$ cat src/rtl/bdm_pkg.sv
package bdm_pkg;

  typedef enum logic [2:0] {
    ST_RUN   = 3'd0,
    ST_HALT  = 3'd1,
    ST_FLUSH = 3'd2,
    ST_THAW  = 3'd3,
    ST_FETCH = 3'd4
  } bdm_state_t;

  localparam logic [2:0] CMD_RESUME = 3'd1;
  localparam logic [2:0] CMD_CALL   = 3'd2;

  localparam logic [1:0] SEL_FAULT = 2'd0;
  localparam logic [1:0] SEL_RET   = 2'd1;
  localparam logic [1:0] SEL_INSN  = 2'd2;
  localparam logic [1:0] SEL_SUPV  = 2'd3;

  function automatic logic leaves_halt(input logic [2:0] code);
    return (code == CMD_RESUME) || (code == CMD_CALL);
  endfunction

  // Instruction pointer captured at entry: marker 1 for a double fault
  // before any instruction has completed, else newest completed address.
  function automatic logic [31:0] insn_ptr_at_entry(
      input logic dbl, input logic seen, input logic [31:0] newest);
    return (dbl && !seen) ? 32'h0000_0001 : newest;
  endfunction

  function automatic logic misaligned(input logic lsb);
    return lsb;
  endfunction

endpackage

$ cat src/rtl/bdm_fault_addr.sv
module bdm_fault_addr #(
  parameter int AW = 32
) (
  input  logic          clk,
  input  logic          rst_n,
  input  logic          bus_valid,
  input  logic [AW-1:0] bus_addr,
  output logic [AW-1:0] fault_addr
);

  always_ff @(posedge clk) begin
    if (!rst_n)         fault_addr <= '0;
    else if (bus_valid) fault_addr <= bus_addr;
  end

  a_r2_fault_addr_loads: assert property (@(posedge clk) disable iff (!rst_n)
    (rst_n && bus_valid) |=> (fault_addr == $past(bus_addr)));

  a_r2_fault_addr_holds: assert property (@(posedge clk) disable iff (!rst_n)
    (rst_n && !bus_valid) |=> $stable(fault_addr));

endmodule

$ cat src/rtl/bdm_pc_file.sv
module bdm_pc_file
  import bdm_pkg::*;
#(
  parameter int AW = 32
) (
  input  logic          clk,
  input  logic          rst_n,
  input  logic          enter_evt,
  input  logic          exit_evt,
  input  logic          halted,
  input  logic          dbl_fault,
  input  logic          retire_valid,
  input  logic [AW-1:0] retire_pc,
  input  logic [AW-1:0] entry_rpc,
  input  logic          reg_wr,
  input  logic [1:0]    reg_sel,
  input  logic [AW-1:0] reg_wdata,
  output logic [AW-1:0] ret_ptr,
  output logic [AW-1:0] insn_ptr,
  output logic          supv_pend,
  output logic          supv
);

  logic [AW-1:0] last_pc;
  logic          seen_retire;
  logic [AW-1:0] newest_pc;
  logic [31:0]   ptr_wide;
  logic [31:0]   newest_wide;
  logic          wr_ret;
  logic          wr_supv;

  assign newest_pc = retire_valid ? retire_pc : last_pc;
  assign wr_ret    = halted && reg_wr && (reg_sel == SEL_RET);
  assign wr_supv   = halted && reg_wr && (reg_sel == SEL_SUPV);

  always_comb begin
    newest_wide = '0;
    newest_wide[AW-1:0] = newest_pc;
    ptr_wide = insn_ptr_at_entry(dbl_fault, seen_retire || retire_valid, newest_wide);
  end

  always_ff @(posedge clk) begin
    if (!rst_n) begin
      last_pc     <= '0;
      seen_retire <= 1'b0;
    end else if (retire_valid) begin
      last_pc     <= retire_pc;
      seen_retire <= 1'b1;
    end
  end

  always_ff @(posedge clk) begin
    if (!rst_n) begin
      ret_ptr   <= '0;
      insn_ptr  <= '0;
      supv_pend <= 1'b1;
      supv      <= 1'b1;
    end else begin
      if (enter_evt) begin
        ret_ptr   <= entry_rpc;
        insn_ptr  <= ptr_wide[AW-1:0];
        supv_pend <= supv;
      end else begin
        if (wr_ret)  ret_ptr   <= reg_wdata;
        if (wr_supv) supv_pend <= reg_wdata[0];
      end
      if (exit_evt) supv <= supv_pend;
    end
  end

  a_r5_supv_only_on_exit: assert property (@(posedge clk) disable iff (!rst_n)
    (rst_n && !exit_evt) |=> $stable(supv));

  a_r5_ret_ptr_frozen_outside_halt: assert property (@(posedge clk) disable iff (!rst_n)
    (rst_n && !halted && !enter_evt) |=> $stable(ret_ptr));

endmodule

$ cat src/rtl/bdm_exit_fsm.sv
module bdm_exit_fsm
  import bdm_pkg::*;
(
  input  logic       clk,
  input  logic       rst_n,
  input  logic       enter_req,
  input  logic       cmd_valid,
  input  logic [2:0] cmd_code,
  input  logic       ret_lsb,
  input  logic       pf_ack,
  output logic       enter_evt,
  output logic       exit_evt,
  output logic       halted,
  output logic       freeze,
  output logic       flush,
  output logic       pin_dbg_sel,
  output logic       pf_start,
  output logic       pf_addr_err
);

  bdm_state_t state, state_nx;
  logic       other_cmd;

  assign halted    = (state == ST_HALT);
  assign enter_evt = (state == ST_RUN) && enter_req;
  assign exit_evt  = halted && cmd_valid && leaves_halt(cmd_code);
  assign other_cmd = halted && cmd_valid && !leaves_halt(cmd_code);

  always_comb begin
    state_nx = state;
    unique case (state)
      ST_RUN:   if (enter_req) state_nx = ST_HALT;
      ST_HALT:  if (exit_evt)  state_nx = ST_FLUSH;
      ST_FLUSH: state_nx = ST_THAW;
      ST_THAW:  state_nx = ST_FETCH;
      ST_FETCH: if (misaligned(ret_lsb) || pf_ack) state_nx = ST_RUN;
      default:  state_nx = ST_RUN;
    endcase
  end

  always_ff @(posedge clk) begin
    if (!rst_n) state <= ST_RUN;
    else        state <= state_nx;
  end

  assign freeze      = (state == ST_HALT) || (state == ST_FLUSH);
  assign flush       = (state == ST_FLUSH);
  assign pin_dbg_sel = freeze || (state == ST_THAW);
  assign pf_start    = (state == ST_FETCH) && !misaligned(ret_lsb);
  assign pf_addr_err = (state == ST_FETCH) && misaligned(ret_lsb);

  a_r6_flush_follows_exit: assert property (@(posedge clk) disable iff (!rst_n)
    (rst_n && exit_evt) |=> (flush && freeze));

  a_r6_flush_single: assert property (@(posedge clk) disable iff (!rst_n)
    flush |=> !flush);

  a_r7_freeze_drops_after_flush: assert property (@(posedge clk) disable iff (!rst_n)
    $fell(freeze) |-> $past(flush));

  a_r7_pins_after_freeze: assert property (@(posedge clk) disable iff (!rst_n)
    $fell(pin_dbg_sel) |-> (!freeze && $past(!freeze)));

  a_r8_fetch_unfrozen: assert property (@(posedge clk) disable iff (!rst_n)
    pf_start |-> (!freeze && !pin_dbg_sel));

  a_r9_err_single: assert property (@(posedge clk) disable iff (!rst_n)
    pf_addr_err |=> (!pf_addr_err && !pf_start));

  a_r10_other_cmd_holds: assert property (@(posedge clk) disable iff (!rst_n)
    (rst_n && other_cmd) |=> (freeze && !flush && !pf_start));

endmodule

$ cat src/rtl/bdm_ctrl.sv
module bdm_ctrl
  import bdm_pkg::*;
#(
  parameter int AW = 32
) (
  input  logic          clk,
  input  logic          rst_n,
  input  logic          bus_valid,
  input  logic [AW-1:0] bus_addr,
  input  logic          bkpt_req,
  input  logic          dbl_fault,
  input  logic          retire_valid,
  input  logic [AW-1:0] retire_pc,
  input  logic [AW-1:0] entry_rpc,
  input  logic          cmd_valid,
  input  logic [2:0]    cmd_code,
  input  logic          reg_wr,
  input  logic [1:0]    reg_sel,
  input  logic [AW-1:0] reg_wdata,
  output logic [AW-1:0] reg_rdata,
  output logic          freeze,
  output logic          flush,
  output logic          pin_dbg_sel,
  output logic          pf_start,
  output logic [AW-1:0] pf_addr,
  input  logic          pf_ack,
  output logic          pf_addr_err,
  output logic          supv
);

  logic [AW-1:0] fault_addr;
  logic [AW-1:0] ret_ptr;
  logic [AW-1:0] insn_ptr;
  logic          supv_pend;
  logic          enter_evt;
  logic          exit_evt;
  logic          halted;

  bdm_fault_addr #(.AW(AW)) u_fault (
    .clk        (clk),
    .rst_n      (rst_n),
    .bus_valid  (bus_valid),
    .bus_addr   (bus_addr),
    .fault_addr (fault_addr)
  );

  bdm_exit_fsm u_fsm (
    .clk         (clk),
    .rst_n       (rst_n),
    .enter_req   (bkpt_req || dbl_fault),
    .cmd_valid   (cmd_valid),
    .cmd_code    (cmd_code),
    .ret_lsb     (ret_ptr[0]),
    .pf_ack      (pf_ack),
    .enter_evt   (enter_evt),
    .exit_evt    (exit_evt),
    .halted      (halted),
    .freeze      (freeze),
    .flush       (flush),
    .pin_dbg_sel (pin_dbg_sel),
    .pf_start    (pf_start),
    .pf_addr_err (pf_addr_err)
  );

  bdm_pc_file #(.AW(AW)) u_pcs (
    .clk          (clk),
    .rst_n        (rst_n),
    .enter_evt    (enter_evt),
    .exit_evt     (exit_evt),
    .halted       (halted),
    .dbl_fault    (dbl_fault),
    .retire_valid (retire_valid),
    .retire_pc    (retire_pc),
    .entry_rpc    (entry_rpc),
    .reg_wr       (reg_wr),
    .reg_sel      (reg_sel),
    .reg_wdata    (reg_wdata),
    .ret_ptr      (ret_ptr),
    .insn_ptr     (insn_ptr),
    .supv_pend    (supv_pend),
    .supv         (supv)
  );

  assign pf_addr = ret_ptr;

  always_comb begin
    unique case (reg_sel)
      SEL_FAULT: reg_rdata = fault_addr;
      SEL_RET:   reg_rdata = ret_ptr;
      SEL_INSN:  reg_rdata = insn_ptr;
      default:   reg_rdata = {{(AW-1){1'b0}}, supv_pend};
    endcase
  end

  a_r3_entry_freezes: assert property (@(posedge clk) disable iff (!rst_n)
    (rst_n && enter_evt) |=> (freeze && pin_dbg_sel && (ret_ptr == $past(entry_rpc))));

  a_r8_fetch_addr_even: assert property (@(posedge clk) disable iff (!rst_n)
    pf_start |-> !pf_addr[0]);

endmodule

$ cat config.mk
export PLATFORM = sky130hd
export DESIGN_NAME = bdm_ctrl
export DESIGN_NICKNAME = d
export VERILOG_FILES = /design/src/rtl/bdm_pkg.sv /design/src/rtl/bdm_fault_addr.sv /design/src/rtl/bdm_pc_file.sv /design/src/rtl/bdm_exit_fsm.sv /design/src/rtl/bdm_ctrl.sv
export SDC_FILE = /design/constraint.sdc
export NUM_CORES = 1
export LEC_CHECK = 0
export ABC_CLOCK_PERIOD_IN_PS = 1700
export BUFFER_PORTS_ARGS = -buffer_cell sky130_fd_sc_hd__buf_2
export CAP_MARGIN = 20
export CORE_MARGIN = 3
export CORE_UTILIZATION = 44
export CTS_CLUSTER_DIAMETER = 120
export DETAILED_ROUTE_END_ITERATION = 6
export HOLD_SLACK_MARGIN = 0.15
export PLACE_DENSITY = 0.8
export RECOVER_POWER = 100
export SYNTH_ARGS = -nofsm -noshare
export SYNTH_HDL_FRONTEND = slang
export SYNTH_SLANG_ARGS = --single-unit
$ cat constraint.sdc
create_clock -name clk -period 1.7 [get_ports clk]
set_input_delay 0.34 -clock clk [delete_from_list [all_inputs] [get_ports clk]]
set_output_delay 0.34 -clock clk [all_outputs]
set_load 0.01 [all_outputs]
# Word-level counts from Yosys, hierarchy flattened

Index checks and enable logic that the tools add are counted.

Equality and inequality tests: 12
Muxes and demuxes: 11
Reductions and logical operators: 22

Operators with widths:

| cell                 | count |
|---|---|
| $mux W32             | 4 |
| $pmux W32 S3         | 1 |
| $pmux W3 S5          | 1 |
| $eq A3 B2 Y1 const B | 3 |
| $logic_and A1 B1 Y1  | 9 |
| $mux W3              | 3 |
| $eq A3 B1 Y1 const B | 2 |
| $logic_or A1 B1 Y1   | 6 |
| $eq A2 B2 Y1 const B | 2 |
| $ne A2 B1 Y1 const B | 2 |
| $reduce_bool A2 Y1   | 2 |
| $eq A3 B3 Y1 const B | 1 |
| $logic_not A3 Y1     | 1 |
| $reduce_and A3 Y1    | 1 |
| $eq A2 B1 Y1 const B | 1 |
| $logic_not A1 Y1     | 2 |
| $logic_not A2 Y1     | 1 |
| $mux W1              | 2 |
| $ne A2 B2 Y1 const B | 1 |

Flip-flop bits (word level): 134
Bits of input ports: 142
Output and inout bits: 70
Logic and storage cells: 53

# Depth between registers and ports, before layout

Depth after elaboration: 5
Gate-level depth with buffers: 8
Mapped depth without buffers: 4

# By module

From an unflattened synthesis, not the netlist that was laid out.

Cell total of the unflattened synthesis: 580
Area, all modules: 6177.2 µm²

By module, submodules not included:

| module         | instances | cells an instance | area an instance (µm²) |
|---|---|---|---|
| bdm_pc_file    | 1         | 373               | 3927.5 |
| bdm_fault_addr | 1         | 103               | 1243.7 |
| bdm_ctrl       | 1         | 76                | 778.2 |
| bdm_exit_fsm   | 1         | 28                | 227.7 |

# Worst setup path after synthesis

No wires, ideal clock.

Path type: input to output
From: input port reg_sel[1]
To: output port reg_rdata[10]
Arrival: 1.187 ns
Path slack: 0.173 ns
Stages: 6
Path buffers: 3
Cell sequence: buf_2 nor2b_1 buf_2 clkbuf_1 nand2_1 o21ai_0

Word-level cells in the longest chain between the ends: 2
Elaborated cells between the ends (all ways): 4
Those cells by class: eq/ne: 2; mux: 1; reduce/logical: 1

Ends and longest elaborated chain:

| what                                 | RTL line       | source |
|---|---|---|
| start, declared                      | bdm_ctrl.sv:18 | `input logic [1:0] reg_sel,` |
| $eq A2 B2 Y1 (tied with other cells) | bdm_ctrl.sv:87 | `unique case (reg_sel)` |
| $pmux W32 S3 *                       | bdm_ctrl.sv:87 |  |
| end, declared                        | bdm_ctrl.sv:20 | `output logic [AW-1:0] reg_rdata,` |

Mark *: on every way between the ends. The rest lies on a longest branch, timed or not.

# Worst setup path after layout

From: register u_pcs.ret_ptr[0]
To: output port reg_rdata[0]

Word-level cells in the longest chain between the ends: 1

Ends and longest elaborated chain:

| what                   | RTL line          | source |
|---|---|---|
| start, declared        | bdm_pc_file.sv:18 | `output logic [AW-1:0] ret_ptr,` |
| start signal, assigned | bdm_pc_file.sv:60 | `ret_ptr <= entry_rpc;` |
| start signal, assigned | bdm_pc_file.sv:64 | `if (wr_ret) ret_ptr <= reg_wdata;` |
| $pmux W32 S3           | bdm_ctrl.sv:87    |  |

No other way between the ends.

==> flow_summary.yaml <==
final_layout:
  final_nets: 1031
  drive_gt1_share_pct: 29.7
  nFillCells: 1195
  diodes: 0
  area_growth_pct: 33.1
synth:
  synth_async_sr_flop_share_pct: 0
  synth_edf_count: 0
  ys_seq_area_share_pct: 45.5
  ys_top_cells_by_area: "dfxtp_1, mux2i_1, nand2_1"
  ys.flop_type: "dfxtp_1"
  synthTopCellsByCount: "dfxtp_1, nand2_1, mux2i_1"
  yosysMostFrequentCell: "dfxtp_1"
  syn_area_mm2: 0.00589
  ys_ff_latch: 134
  synth_cells: 675
  ys_types: 32
  synth_nets: 817
  synth_top_area_share_pct: 45.5
  postSynthAreaPerCell_um2: 8.73
  synth_top_area_cell: "dfxtp_1"
  ys_warn_count: 0
power:
  p_total_mw: 8.77
  irDropWorstVdd_mv: 0.664
  cellPowerDensity_mw_per_mm2: 1120
  leakage_nw: 3.54
sta:
  finalMaxSlewViolations: 0
  skew_ns: 0.00514
  finalHoldViolations: 0
  whs_ns: 0.176
  rsz0062_at_grt: "yes"
  final-setup-viol-count: 1
  worst_pin_slew_ns: 1.23
  fmax_mhz: 580
  fin_ws_ns: -0.0238
  maxSlewHeadroom_pct: 18.2
  finalCritPeriodShare_pct: 101
  fin_crit_ns: 1.72
routing:
  ant_nets: 0
  dr.first_iter.drc_count: 402
  drc_errors: 0
  vias: 5551
  routed_wl_um: 18800
  routedWlPerCell_um: 17.5
  firstDrtPassIters: 7
  routed_via_density: 5.17
floorplanning:
  io_pins: 212
  die_area_mm2: 0.0148
  dieWidth_um: 122
  core_area_mm2: 0.0129
  die_h_um: 122
  fp-row-count: 41
  initial_utilization_pct: 45.8
setup_path:
  start_kind: "flip-flop"
  cp_slowest_cell: "mux4_2"
  worst_ep_required_time_ns: 1.36
  crit_family: "multiplexers"
  critPathKind: "reg2out"
  worst-r2r-setup-slack_ns: 0.02
  crit_buf_inv: 1
  end_kind: "primary output"
  worstPathArrival_ns: 1.38
  path_max_fanout: 5
  critPathMaxStageDelay_ns: 0.47
  crit_path_cell_trace: "mux4_2 -> buf_6"
clocking:
  cts_tree: "yes"
  clkSinkCount: 134
  hold_buffers: 0
  cts_buffers: 17
  clk_latency_ns: 0.42
  ctsLongestPathBuffers: 2
  path_clk_slew_ns: 0.06
  htreeDepth: 4
  clock-root-buffer: "clkbuf_16"
global_route:
  grt_util_all_layers_pct: 25.3
  grt_pass1_vias: 5413
  grt-ovfl-total: 0
  grt_max_degree: 53
  grt_pass1_wl_um: 28700
  antenna_found_initial: 0
placement:
  hpwl_um: 13600
  globalplace.congestion: 0.948
  port_buffers: 211
min_path:
  hp-class: "in2reg"
run_status:
  status: "finished with violations"
  violations: "setup timing"
run:
  drv_cap: 0
[layout make-up]
type | count | area, µm² | share of cell area (%)
tap | 172 | 215 | 2.74
inverter | 1 | 3.75 | 0.0478
multi-input combinational | 484 | 2970 | 37.8
clock buffer | 21 | 450 | 5.74
timing repair buffer | 251 | 1360 | 17.4
clock inverter | 11 | 149 | 1.90
sequential | 134 | 2700 | 34.4
[power by group]
part	internal (mW)	switching, mW	total [mW]
combinational	0.629	0.765	1.39
sequential	3.43	0.218	3.65
clock	2.35	1.38	3.72
[what timing repair did]
action	in CTS	in global routing
buffers inserted	2	0
gates cloned	0	0
gates resized for setup	19	19
endpoints found under the setup margin	34	36
[metrics by stage]
stage | util (%) | TNS [ns] | instance area, µm² | cells | worst slack, ns
6_report | 60.9 | -0.0238 | 7850 | 1074 | -0.0238
3_5_place_dp | 56.4 | -1.66 | 7260 | 1040 | -0.219
3_3_place_gp | 56.4 | -0.864 | 7260 | 1040 | -0.182
2_1_floorplan | - | 0 | 5890 | 675 | 0.173
4_1_cts | 61.6 | -0.0689 | 7940 | 1074 | -0.0369
5_1_grt | 60.9 | -0.883 | 7850 | 1074 | -0.0616
[sequential cells by signal, summed over array words and instances (netlist names)]
signal,count
u_fault.fault_addr,32
u_pcs.last_pc,32
u_pcs.insn_ptr,32
u_pcs.ret_ptr,32
u_pcs.supv,1
u_pcs.seen_retire,1
u_pcs.supv_pend,1
u_fsm.state,3
[final timing paths]
path	startpoint	to	cells after the start
hold / removal	reg_wdata[1]	u_pcs.ret_ptr[1]	3
setup / recovery	u_pcs.ret_ptr[0]	reg_rdata[0]	2
setup reg to reg	u_fsm.state[2]	u_pcs.ret_ptr[27]	6
hold reg to reg	u_pcs.ret_ptr[10]	u_pcs.ret_ptr[10]	2
[worst register-to-register path: stages, from the launching register on]
cell      delay [ns]
dfxtp_4         0.37
clkbuf_2        0.14
and4bb_1        0.37
and2_4          0.18
buf_6           0.25
nand2_1         0.12
a31oi_1         0.19
[layout by cell type (no fill, tap or decap), types with 20 or more instances in the layout]
cell type / n
buf_2: 154
nor2_1: 37
mux2i_1: 94
a31oi_1: 32
buf_4: 27
o21ai_0: 59
clkbuf_2: 20
nand2_1: 127
nor2b_1: 65
dfxtp_1: 126
a21oi_1: 34
clkbuf_1: 44
[metal layers]
metal | part of all wire, % | GRT usage [%] | vias up
met1 | 43 | 33.4 | 2554
met3 | 7.2 | 5.25 | 43
met4 | 3.2 | 11.2 | 0
met5 | 0 | 0 | -
met2 | 46 | 40.1 | 244
li1 | - | - | 2710
[logic make-up (layout without fill, tap and decap cells)]
| group | after synthesis | after routing | synth area share [%] |
|---|---|---|---|
| XOR/XNOR | 1 | 1 | 0.149 |
| AND/OR/NAND/NOR | 253 | 253 | 20.3 |
| AO/OA/AOI/OAI | 133 | 133 | 12.2 |
| flip-flops | 134 | 134 | 45.5 |
| multiplexers | 97 | 97 | 16.7 |
| buffers and inverters | 57 | 284 | 5.16 |
No activity file was read; power rests on OpenSTA's default activity.
